$ cat config.mk
export PLATFORM = sky130hd
export DESIGN_NAME = hmul16_core
export DESIGN_NICKNAME = d
export VERILOG_FILES = /design/src/rtl/hmul16_pkg.sv /design/src/rtl/hmul16_unpack.sv /design/src/rtl/hmul16_lzc.sv /design/src/rtl/hmul16_sticky_rshift.sv /design/src/rtl/hmul16_round.sv /design/src/rtl/hmul16_core.sv
export SDC_FILE = /design/constraint.sdc
export NUM_CORES = 1
export LEC_CHECK = 0
export ABC_AREA = 1
export BUFFER_PORTS_ARGS = -buffer_cell sky130_fd_sc_hd__buf_2
export CAP_MARGIN = 15
export CORE_MARGIN = 5
export CORE_UTILIZATION = 55
export CTS_CLUSTER_DIAMETER = 30
export DETAILED_ROUTE_END_ITERATION = 8
export PLACE_DENSITY_LB_ADDON = 0.12
export SYNTH_ARGS = -nofsm -noshare
export SYNTH_HDL_FRONTEND = slang
export SYNTH_SLANG_ARGS = --single-unit
$ cat constraint.sdc
create_clock -name clk -period 17.2 [get_ports clk]
set_clock_uncertainty 0.05 [all_clocks]
set_input_delay 3.44 -clock clk [delete_from_list [all_inputs] [get_ports clk]]
set_output_delay 3.44 -clock clk [all_outputs]
set_load 0.005 [all_outputs]
$ cat src/rtl/hmul16_pkg.sv
// hmul16_pkg: field widths, derived constants and the decoded-operand type
// shared by the binary16 multiplier. Assumes a binary16-style layout of
// sign, biased exponent and fraction, most significant first.
package hmul16_pkg;
    localparam int EXP_W  = 5;
    localparam int MAN_W  = 10;
    localparam int SIG_W  = MAN_W + 1;
    localparam int PROD_W = 2 * SIG_W;
    localparam int WORD_W = 1 + EXP_W + MAN_W;
    localparam int SEXP_W = 8;
    localparam int BIAS   = (1 << (EXP_W - 1)) - 1;
    localparam int EMIN   = 1 - BIAS;
    localparam int EMAX   = BIAS;
    localparam int PAD_W  = 1 << $clog2(PROD_W);
    localparam int LZ_W   = $clog2(PAD_W);

    // Decoded view of one operand
    typedef struct packed {
        logic              sign;
        logic              is_nan;
        logic              is_inf;
        logic              is_zero;
        logic [SIG_W-1:0]  sig;
        logic [SEXP_W-1:0] uexp;   // two's-complement unbiased exponent
    } opnd_t;
endpackage

$ cat src/rtl/hmul16_unpack.sv
// hmul16_unpack: splits a binary16 word into sign, class flags, significand
// with hidden bit, and a two's-complement unbiased exponent. Subnormals get
// the minimum exponent and a zero hidden bit. Purely combinational.
module hmul16_unpack
    import hmul16_pkg::*;
(
    input  logic [WORD_W-1:0] word_i,
    output opnd_t             info_o
);
    logic [EXP_W-1:0] efield;
    logic [MAN_W-1:0] ffield;
    logic             e_ones;
    logic             e_zero;

    assign efield = word_i[WORD_W-2 -: EXP_W];
    assign ffield = word_i[MAN_W-1:0];
    assign e_ones = &efield;
    assign e_zero = ~|efield;

    // Classify the operand and build significand and exponent
    always_comb begin
        info_o.sign    = word_i[WORD_W-1];
        info_o.is_nan  = e_ones && (ffield != '0);
        info_o.is_inf  = e_ones && (ffield == '0);
        info_o.is_zero = e_zero && (ffield == '0);
        info_o.sig     = {~e_zero, ffield};
        info_o.uexp    = e_zero ? SEXP_W'(EMIN)
                                : SEXP_W'(efield) - SEXP_W'(BIAS);
    end
endmodule

$ cat src/rtl/hmul16_lzc.sv
// hmul16_lzc: leading-zero count by repeated halving. The input is left
// aligned into a power-of-two width with zero padding. Each stage tests the
// upper half of the remaining window and shifts it away when it is all zero.
// The last stage's top bits are the input shifted left by its count.
// Assumes a non-zero input wherever the count is consumed.
module hmul16_lzc #(
    parameter int IN_W = 22
) (
    input  logic [IN_W-1:0]             val_i,
    output logic [$clog2(IN_W)-1:0]     cnt_o,
    output logic [(1<<$clog2(IN_W))-1:0] norm_o
);
    localparam int PW = 1 << $clog2(IN_W);
    localparam int CW = $clog2(PW);

    logic [PW-1:0] stage [CW+1];
    logic [CW-1:0] cnt;

    assign stage[0] = PW'(val_i) << (PW - IN_W);

    // One halving step per count bit, widest first
    for (genvar k = 0; k < CW; k++) begin : g_half
        localparam int SH = 1 << (CW - 1 - k);
        logic upper_zero;
        assign upper_zero     = ~|stage[k][PW-1 -: SH];
        assign cnt[CW-1-k]    = upper_zero;
        assign stage[k+1]     = upper_zero ? (stage[k] << SH) : stage[k];
    end

    assign cnt_o  = cnt;
    assign norm_o = stage[CW];
endmodule

$ cat src/rtl/hmul16_sticky_rshift.sv
// hmul16_sticky_rshift: logical right shift whose lost bits are ORed into
// bit 0. Shifts of the full width or more leave only the sticky bit, which
// is set when the input was non-zero. The amount is treated as unsigned.
module hmul16_sticky_rshift #(
    parameter int W    = 22,
    parameter int AMTW = 8
) (
    input  logic [W-1:0]    din_i,
    input  logic [AMTW-1:0] amt_i,
    output logic [W-1:0]    dout_o
);
    logic [W-1:0] lost_mask;
    logic         lost_any;

    // Shift with sticky collection, saturating at the full width
    always_comb begin
        lost_mask = '0;
        lost_any  = 1'b0;
        if (amt_i >= AMTW'(W)) begin
            dout_o = {{(W-1){1'b0}}, |din_i};
        end else begin
            lost_mask = ~({W{1'b1}} << amt_i);
            lost_any  = |(din_i & lost_mask);
            dout_o    = (din_i >> amt_i) | {{(W-1){1'b0}}, lost_any};
        end
    end
endmodule

$ cat src/rtl/hmul16_round.sv
// hmul16_round: rounds a 22-bit significand to nearest, ties to even, and
// packs the result. The fraction is taken from bits 20:11 and bits 10:0 are
// the discarded part. A carry out renormalizes and bumps the exponent. A
// subnormal that rounds into bit 21 is promoted to exponent field 1.
// Exponents above the maximum give infinity.
module hmul16_round
    import hmul16_pkg::*;
(
    input  logic              sign_i,
    input  logic [PROD_W-1:0] frac_i,
    input  logic [SEXP_W-1:0] exp_i,
    input  logic [EXP_W-1:0]  field_i,
    output logic [WORD_W-1:0] word_o
);
    localparam logic [MAN_W:0] HALF = {1'b1, {MAN_W{1'b0}}};
    localparam logic [SEXP_W-1:0] OVF_EXP = SEXP_W'(EMAX + 1);

    logic [MAN_W:0]    tail;
    logic              tie;
    logic              inc;
    logic [PROD_W:0]   bumped;
    logic [PROD_W-1:0] frac_r;
    logic [SEXP_W-1:0] exp_r;
    logic [EXP_W-1:0]  field_r;

    assign tail   = frac_i[MAN_W:0];
    assign tie    = (tail == HALF);
    assign inc    = tie ? frac_i[MAN_W+1] : (tail > HALF);
    assign bumped = {1'b0, frac_i} + (PROD_W+1)'(HALF);

    // Apply the increment and renormalize on carry out
    always_comb begin
        frac_r  = frac_i;
        exp_r   = exp_i;
        field_r = field_i;
        if (inc && bumped[PROD_W]) begin
            frac_r  = {1'b1, bumped[PROD_W-1:1]};
            exp_r   = exp_i + SEXP_W'(1);
            field_r = field_i + EXP_W'(1);
        end else if (inc) begin
            frac_r  = bumped[PROD_W-1:0];
        end
    end

    // Pack the word, promoting subnormals and saturating to infinity
    always_comb begin
        if ($signed(exp_r) >= $signed(OVF_EXP)) begin
            word_o = {sign_i, {EXP_W{1'b1}}, {MAN_W{1'b0}}};
        end else if ((field_r == '0) && frac_r[PROD_W-1]) begin
            word_o = {sign_i, EXP_W'(1), frac_r[PROD_W-2 -: MAN_W]};
        end else begin
            word_o = {sign_i, field_r, frac_r[PROD_W-2 -: MAN_W]};
        end
    end
endmodule

$ cat src/rtl/hmul16_core.sv
// hmul16_core: binary16 multiplier with round to nearest, ties to even.
// Special operands are resolved first: a NaN in A, then a NaN in B, then
// zero times infinity, then infinity, then zero. Finite products are
// normalized with a leading-zero count. Products below the normal range are
// shifted back right with sticky collection before rounding. OUT_REG selects
// a registered output (synchronous active-low reset) or a combinational one.
module hmul16_core
    import hmul16_pkg::*;
#(
    parameter bit OUT_REG = 1'b1
) (
    input  logic              clk,
    input  logic              rst_n,
    input  logic [WORD_W-1:0] op_a,
    input  logic [WORD_W-1:0] op_b,
    output logic [WORD_W-1:0] result
);
    localparam logic [SEXP_W-1:0] EMIN_S   = SEXP_W'(EMIN);
    localparam logic [WORD_W-1:0] DFLT_NAN = {1'b0, {EXP_W{1'b1}}, 1'b1, {(MAN_W-1){1'b0}}};

    opnd_t             ua;
    opnd_t             ub;
    logic              psign;
    logic [PROD_W-1:0] prod;
    logic [LZ_W-1:0]   lz;
    logic [PAD_W-1:0]  norm_pad;
    logic [PROD_W-1:0] norm;
    logic [SEXP_W-1:0] nexp;
    logic [SEXP_W-1:0] dshift;
    logic              to_sub;
    logic [PROD_W-1:0] denorm;
    logic [PROD_W-1:0] rfrac;
    logic [SEXP_W-1:0] rexp;
    logic [EXP_W-1:0]  rfield;
    logic [WORD_W-1:0] fin_word;
    logic [WORD_W-1:0] res_c;

    hmul16_unpack u_unpack_a (.word_i(op_a), .info_o(ua));
    hmul16_unpack u_unpack_b (.word_i(op_b), .info_o(ub));

    assign psign = ua.sign ^ ub.sign;
    assign prod  = PROD_W'(ua.sig) * PROD_W'(ub.sig);

    hmul16_lzc #(.IN_W(PROD_W)) u_lzc (
        .val_i  (prod),
        .cnt_o  (lz),
        .norm_o (norm_pad)
    );
    assign norm = norm_pad[PAD_W-1 -: PROD_W];

    // Exponent of the normalized product and distance below the normal range
    always_comb begin
        nexp   = ua.uexp + ub.uexp + SEXP_W'(1) - SEXP_W'(lz);
        dshift = EMIN_S - nexp;
        to_sub = $signed(dshift) > $signed(SEXP_W'(0));
    end

    hmul16_sticky_rshift #(.W(PROD_W), .AMTW(SEXP_W)) u_denorm (
        .din_i  (norm),
        .amt_i  (dshift),
        .dout_o (denorm)
    );

    // Choose the normal or the gradual-underflow operands for rounding
    always_comb begin
        if (to_sub) begin
            rfrac  = denorm;
            rexp   = EMIN_S;
            rfield = '0;
        end else begin
            rfrac  = norm;
            rexp   = nexp;
            rfield = nexp[EXP_W-1:0] + EXP_W'(BIAS);
        end
    end

    hmul16_round u_round (
        .sign_i  (psign),
        .frac_i  (rfrac),
        .exp_i   (rexp),
        .field_i (rfield),
        .word_o  (fin_word)
    );

    // Special-operand priority ahead of the arithmetic result
    always_comb begin
        if (ua.is_nan) begin
            res_c = {op_a[WORD_W-1], {EXP_W{1'b1}}, 1'b1, op_a[MAN_W-2:0]};
        end else if (ub.is_nan) begin
            res_c = {op_b[WORD_W-1], {EXP_W{1'b1}}, 1'b1, op_b[MAN_W-2:0]};
        end else if ((ua.is_zero && ub.is_inf) || (ua.is_inf && ub.is_zero)) begin
            res_c = DFLT_NAN;
        end else if (ua.is_inf || ub.is_inf) begin
            res_c = {psign, {EXP_W{1'b1}}, {MAN_W{1'b0}}};
        end else if (ua.is_zero || ub.is_zero) begin
            res_c = {psign, {(WORD_W-1){1'b0}}};
        end else begin
            res_c = fin_word;
        end
    end

    if (OUT_REG) begin : g_reg
        logic [WORD_W-1:0] res_q;
        // Capture the product, cleared by synchronous reset
        always_ff @(posedge clk) begin
            if (!rst_n) res_q <= '0;
            else        res_q <= res_c;
        end
        assign result = res_q;
    end else begin : g_comb
        assign result = res_c;
    end
endmodule

Yosys cells after proc, flatten, opt, wreduce, memory -nomap -nowiden
Index checks and enable logic that the tools add are counted.

operators by class
  $add $sub $neg = 10
  $mul = 1
  $lt $le $gt $ge = 4
  eq/ne operators = 1
  shifts and indexed selects = 2
  mux-type cells = 23
  bitwise operators = 4
  reduce and logical (&&, ||, !) cells = 35

operators with widths
  kind                                                                 count
  32-bit two-way mux                                                   5
  22-bit two-way mux                                                   4
  15-bit two-way mux                                                   4
  16-bit two-way mux                                                   3
  22-bit OR reduction                                                  2
  8-bit two-way mux                                                    4
  22-bit by 11-bit adder with 23-bit output, second input constant     1
  22-bit bitwise AND                                                   1
  11-bit by 11-bit multiplier with 22-bit output                       1
  22-bit inverter                                                      1
  22-bit by 1-bit bitwise OR with 22-bit output                        1
  22-bit by 8-bit << shifter with 22-bit output, first input constant  1
  22-bit by 8-bit >> shifter with 22-bit output                        1
  10-bit zero test                                                     2
  10-bit nonzero test                                                  2
  8-bit by 1-bit adder with 8-bit output, second input constant        2
  16-bit OR reduction                                                  1
  5-bit by 4-bit subtractor with 6-bit output, second input constant   2
  11-bit equality test, second input constant                          1
  11-bit greater-than comparator, second input constant                1
  1-bit logical AND                                                    10
  5-bit two-way mux                                                    2
  5-bit AND reduction                                                  2
  5-bit OR reduction                                                   2
  other kinds (16)                                                     24

storage, ports and cells
  register bits = 16
  input port bits = 34
  logic and storage cells = 81

Logic depth before layout (Yosys ltp)
  word-level depth = 33
  mapped depth = 81
  depth with buffers taken out = 79

Modules after synthesis
A second synthesis with hierarchy kept.

unflattened totals
  cells, all modules = 1866
  area total of the unflattened synthesis = 10780.3 um^2

modules (own cells, without submodules)
  module                instances  cells each  area each (um^2)  seq. area each (um^2)
  hmul16_core           1          903         6072.1            320.3
  hmul16_lzc            1          372         1725.4            0.0
  hmul16_sticky_rshift  1          322         1501.4            0.0
  hmul16_round          1          171         908.4             0.0
  hmul16_unpack         2          49          286.5             0.0

Worst setup path after synthesis
Ideal clock, no wire load.

  kind = input -> register
  from = input port op_b[10]
  to = register g_reg.res_q[3], in the netlist result[3]
  setup time = 70 ps
  arrival = 14035 ps
  required time = 17080 ps
  path slack = 3045 ps
  cell stages on the path = 68
  path buffers = 4
  cell sequence = inv_1 > ha_1 > inv_1 > nor2_1 > nand2_1 > inv_1 > clkbuf_1 > nor2_1 > fa_1 > inv_1 > fa_1 > fa_1 > fa_1 > fa_1 > inv_1 > ha_1 > nand2_1 > inv_1 > [32 not listed] > nand2_1 > nand2_1 > clkbuf_1 > nand2_1 > and3_1 > clkinv_1 > ha_1 > nand3_1 > nor2_4 > nand3_4 > nand2_1 > nand2_1 > nor2_1 > nand2_1 > nand2_2 > buf_6 > nand4_1 > a21oi_1

on the way
  longest elaborated chain between the ends = 31
  elaborated cells on any way between the ends = 61
  those cells by class = 7 x add/sub; 1 x mul; 4 x order compare; 1 x eq/ne; 2 x shift; 20 x mux; 3 x bitwise; 23 x reduce/logical

ends and longest elaborated chain
  element                                                                                                  RTL line            RTL
  from (decl)                                                                                              hmul16_core.sv:15   input logic [WORD_W-1:0] op_b,
  parallel branches: the longest is 29 deep, another holds 11-bit by 11-bit multiplier with 22-bit output  --
  16-bit two-way mux (*)                                                                                   hmul16_core.sv:89   end else if (ub.is_nan) begin
  16-bit two-way mux (*)                                                                                   hmul16_core.sv:87   if (ua.is_nan) begin
  to (signal assigned)                                                                                     hmul16_core.sv:107  else res_q <= res_c;
  to (decl)                                                                                                hmul16_core.sv:103  logic [WORD_W-1:0] res_q;

Every way passes the cells marked *.
A chain may end at the register's enable or synchronous reset.

Final worst setup path
  from = input port op_b[10]
  to = register g_reg.res_q[1], in the netlist result[1]

Same word-level chain as after synthesis.

==> metrics.md <==
| Metric | Value |
|---|---|
| Number of distinct library cells after synthesis | `47` |
| Slew margin rel. | `about two fifths` |
| Peak Freq | `62.7 MHz` |
| Critical Path Fanout Max | `24` |
| DRC violations left | `0` |
| Row cnt | `between 40 and 50` |
| Die W | `between 100 and 150 um` |
| Slew at the pin with the worst max-slew slack | `between 0.8 and 0.9 ns` |
| Inserted Clock Buffers | `3` |
| Final Critical Period | `approximately 16 ns` |
| Gpl congestion | `1.01` |
| Share of cells above drive strength 1 | `under 10%` |
| Congestion Overflow GR | `0` |
| Final hold violation count | `0` |
| CTS Hold Bufs | `0` |
| Post-synthesis sequential area ratio | `around 3.3%` |
| Non-Filler Instances | `~1900` |
| RSZ-0062 raised after global routing | `no` |
| #FFs+latches synth | `16` |
| Layout net count | `approximately 1900` |
| Critical Path AT | `between 15 and 20 ns` |
| Area growth from synthesis to layout | `4.72%` |
| Most used DFF post-synth | `dfxtp_1` |
| Final setup viols | `0` |
| Placed cells | `between 1500 and 2000` |
| Crit-path most repeated cell | `nand2_1` |
| Asr flop ratio synth | `0%` |
| Antenna cells | `0` |
| Core ar. | `17400 sq um` |
| Max_cap viols | `0` |
| Via density | `between 5 and 6` |
| I/O Pins | `50` |
| Commonest cells after routing, fill and taps aside | `491 x nand2_1, 324 x inv_1, 208 x nand3_1` |
| Clock sink count | `16` |
| WL final | `about 30000 um` |
| Largest register FFs | `16` |
| Post-synth EDFFs | `0` |
| Filler cell count in the final layout | `1835` |
| Antenna-violating nets left | `0` |
| Post-DP HPWL | `approximately 25000 um` |
| Required @ worst endpoint | `about 17 ns` |
| Clock-pin slew on the worst setup and hold paths | `roughly 0.050 ns` |
| DR WL/cell | `~16 um` |
| Worst hold-check path type | `in -> reg` |
| Worst Min Path Start | `rst_n` |
| Syn avg cell area | `about 5.8 sq um` |
| Commonest non-fill, non-tap cell in the layout | `nand2_1` |
| Initial DRC Count | `865` |
| TNS Setup | `0 ns` |
| Max-slew violations | `0` |
| Origin of the worst setup path | `op_b[10]` |
| Final worst path period share | `around 93%` |
| Total GRT Usage | `a little under 30%` |
| Total vias in the final route | `10664` |
| Vias in the first global route | `approximately 10000` |
| Initial core utilization | `between 50% and 60%` |
| Drt pass-1 iters | `6` |
| TritonCTS clock tree | `built` |
| Largest net degree at the start of global routing | `28` |
| Global-route wire length before repair | `between 40000 and 50000 um` |
| CP max-delay cell | `fa_1` |
| I/O Buffers | `49` |
| Max H-tree Level | `1` |
| Status | `completed` |
| Die Y-Extent | `143 um` |
| Crit path to | `result[1]$_SDFF_PN0_` |
| CP peak stage delay | `0.55 ns` |
| Root buffer cell | `clkbuf_16` |
| Crit start category | `input pin` |
| Post-synth net total | `1884` |
| Die Area | `20600 sq um` |
| Worst setup EP type | `flop` |
| Clock buffer depth | `2` |
| Syn Inst Count | `about 1700` |
| Reg area | `about 320 sq um` |
| Yosys Warn Count | `0` |
| Footprint of the multi-input gates | `7940 sq um` |
| Initial antenna violation count | `0` |
| Post-Syn Area | `approximately 9800 sq um` |
| Critical path type | `in -> reg` |
==> through the flow <==
step	setup slack, ns	util (%)	instance area, sq um	hold slack (ns)
3_3_place_gp	0.582	58.2	10100	3.72
3_5_place_dp	0.360	58.2	10100	3.72
5_1_grt	0.0500	59.1	10300	3.47
4_1_cts	0.554	58.7	10200	3.45
6_report	1.26	59.1	10300	3.46
2_1_floorplan	3.05	-	9790	3.55
==> layer usage <==
metal / global-route usage (%) / routed length, um / up-vias
met5: 0 / 0 / -
met4: 9.17 / 1050 / 0
met3: 1.60 / 1740 / 84
met2: 51.3 / 15000 / 398
met1: 38.9 / 12600 / 4934
li1: - / - / 5248
==> synthesized netlist by cell type, types with 5 or more instances <==
library cell,instances,share of area (%)
a21oi_1,49,2.5
a31oi_1,6,0.38
buf_2,14,0.72
buf_6,7,0.81
clkbuf_1,31,1.2
dfxtp_1,16,3.3
fa_1,84,17
ha_1,81,10
inv_1,326,12
inv_2,10,0.38
nand2_1,492,19
nand2_2,21,1.3
nand3_1,208,11
nand3b_1,12,0.92
nand4_1,29,1.9
nor2_1,122,4.7
nor2_4,7,0.81
nor3_1,15,0.77
nor4_1,8,0.51
o21ai_0,49,2.5
o21ai_1,11,0.56
o21ai_2,5,0.45
xnor2_1,7,0.63
xor2_1,23,2.1
==> worst max-delay path: cells and delay by family <==
family	cells	cell delay, ns
fa+ha+maj	10	3.91
compound gates	5	0.88
xor+xnor	1	0.33
simple gates	41	5.48
buf+inv	14	1.96
==> cell type report <==
| type | count | area share (%) |
|---|---|---|
| multi-input cells | 1274 | 77.5 |
| inverters | 338 | 12.4 |
| repair buffers | 62 | 3.34 |
| flip-flops and latches | 16 | 3.12 |
| well taps | 225 | 2.75 |
| clock buffers | 4 | 0.867 |
==> cell families after synthesis <==
logic type,Yosys count,share of synthesized area [%]
compound gates,137,7.68
xor+xnor,30,2.68
fa+ha+maj,165,27.5
buf+inv,396,16.0
flops,16,3.27
simple gates,941,42.9
==> timing repair <==
action / CTS / global route
hold endpoints to repair: 0 / 0
gates resized for setup: 0 / 10
setup endpoints to repair: 0 / 15
buffers inserted: 0 / 3
==> worst min-delay path by stage <==
stage                                        to  slack [ns]  cells past startpoint
after floorplan            result[0]$_SDFF_PN0_        3.55                      2
after global routing       result[8]$_SDFF_PN0_        3.47                      3
after CTS                  result[8]$_SDFF_PN0_        3.45                      3
final                      result[8]$_SDFF_PN0_        3.46                      3
after global placement    result[15]$_SDFF_PN0_        3.72                      3
after detailed placement  result[15]$_SDFF_PN0_        3.72                      3
Power is not shown: default switching activity piles up to over one toggle a cycle in this logic, so the estimate is an artifact.
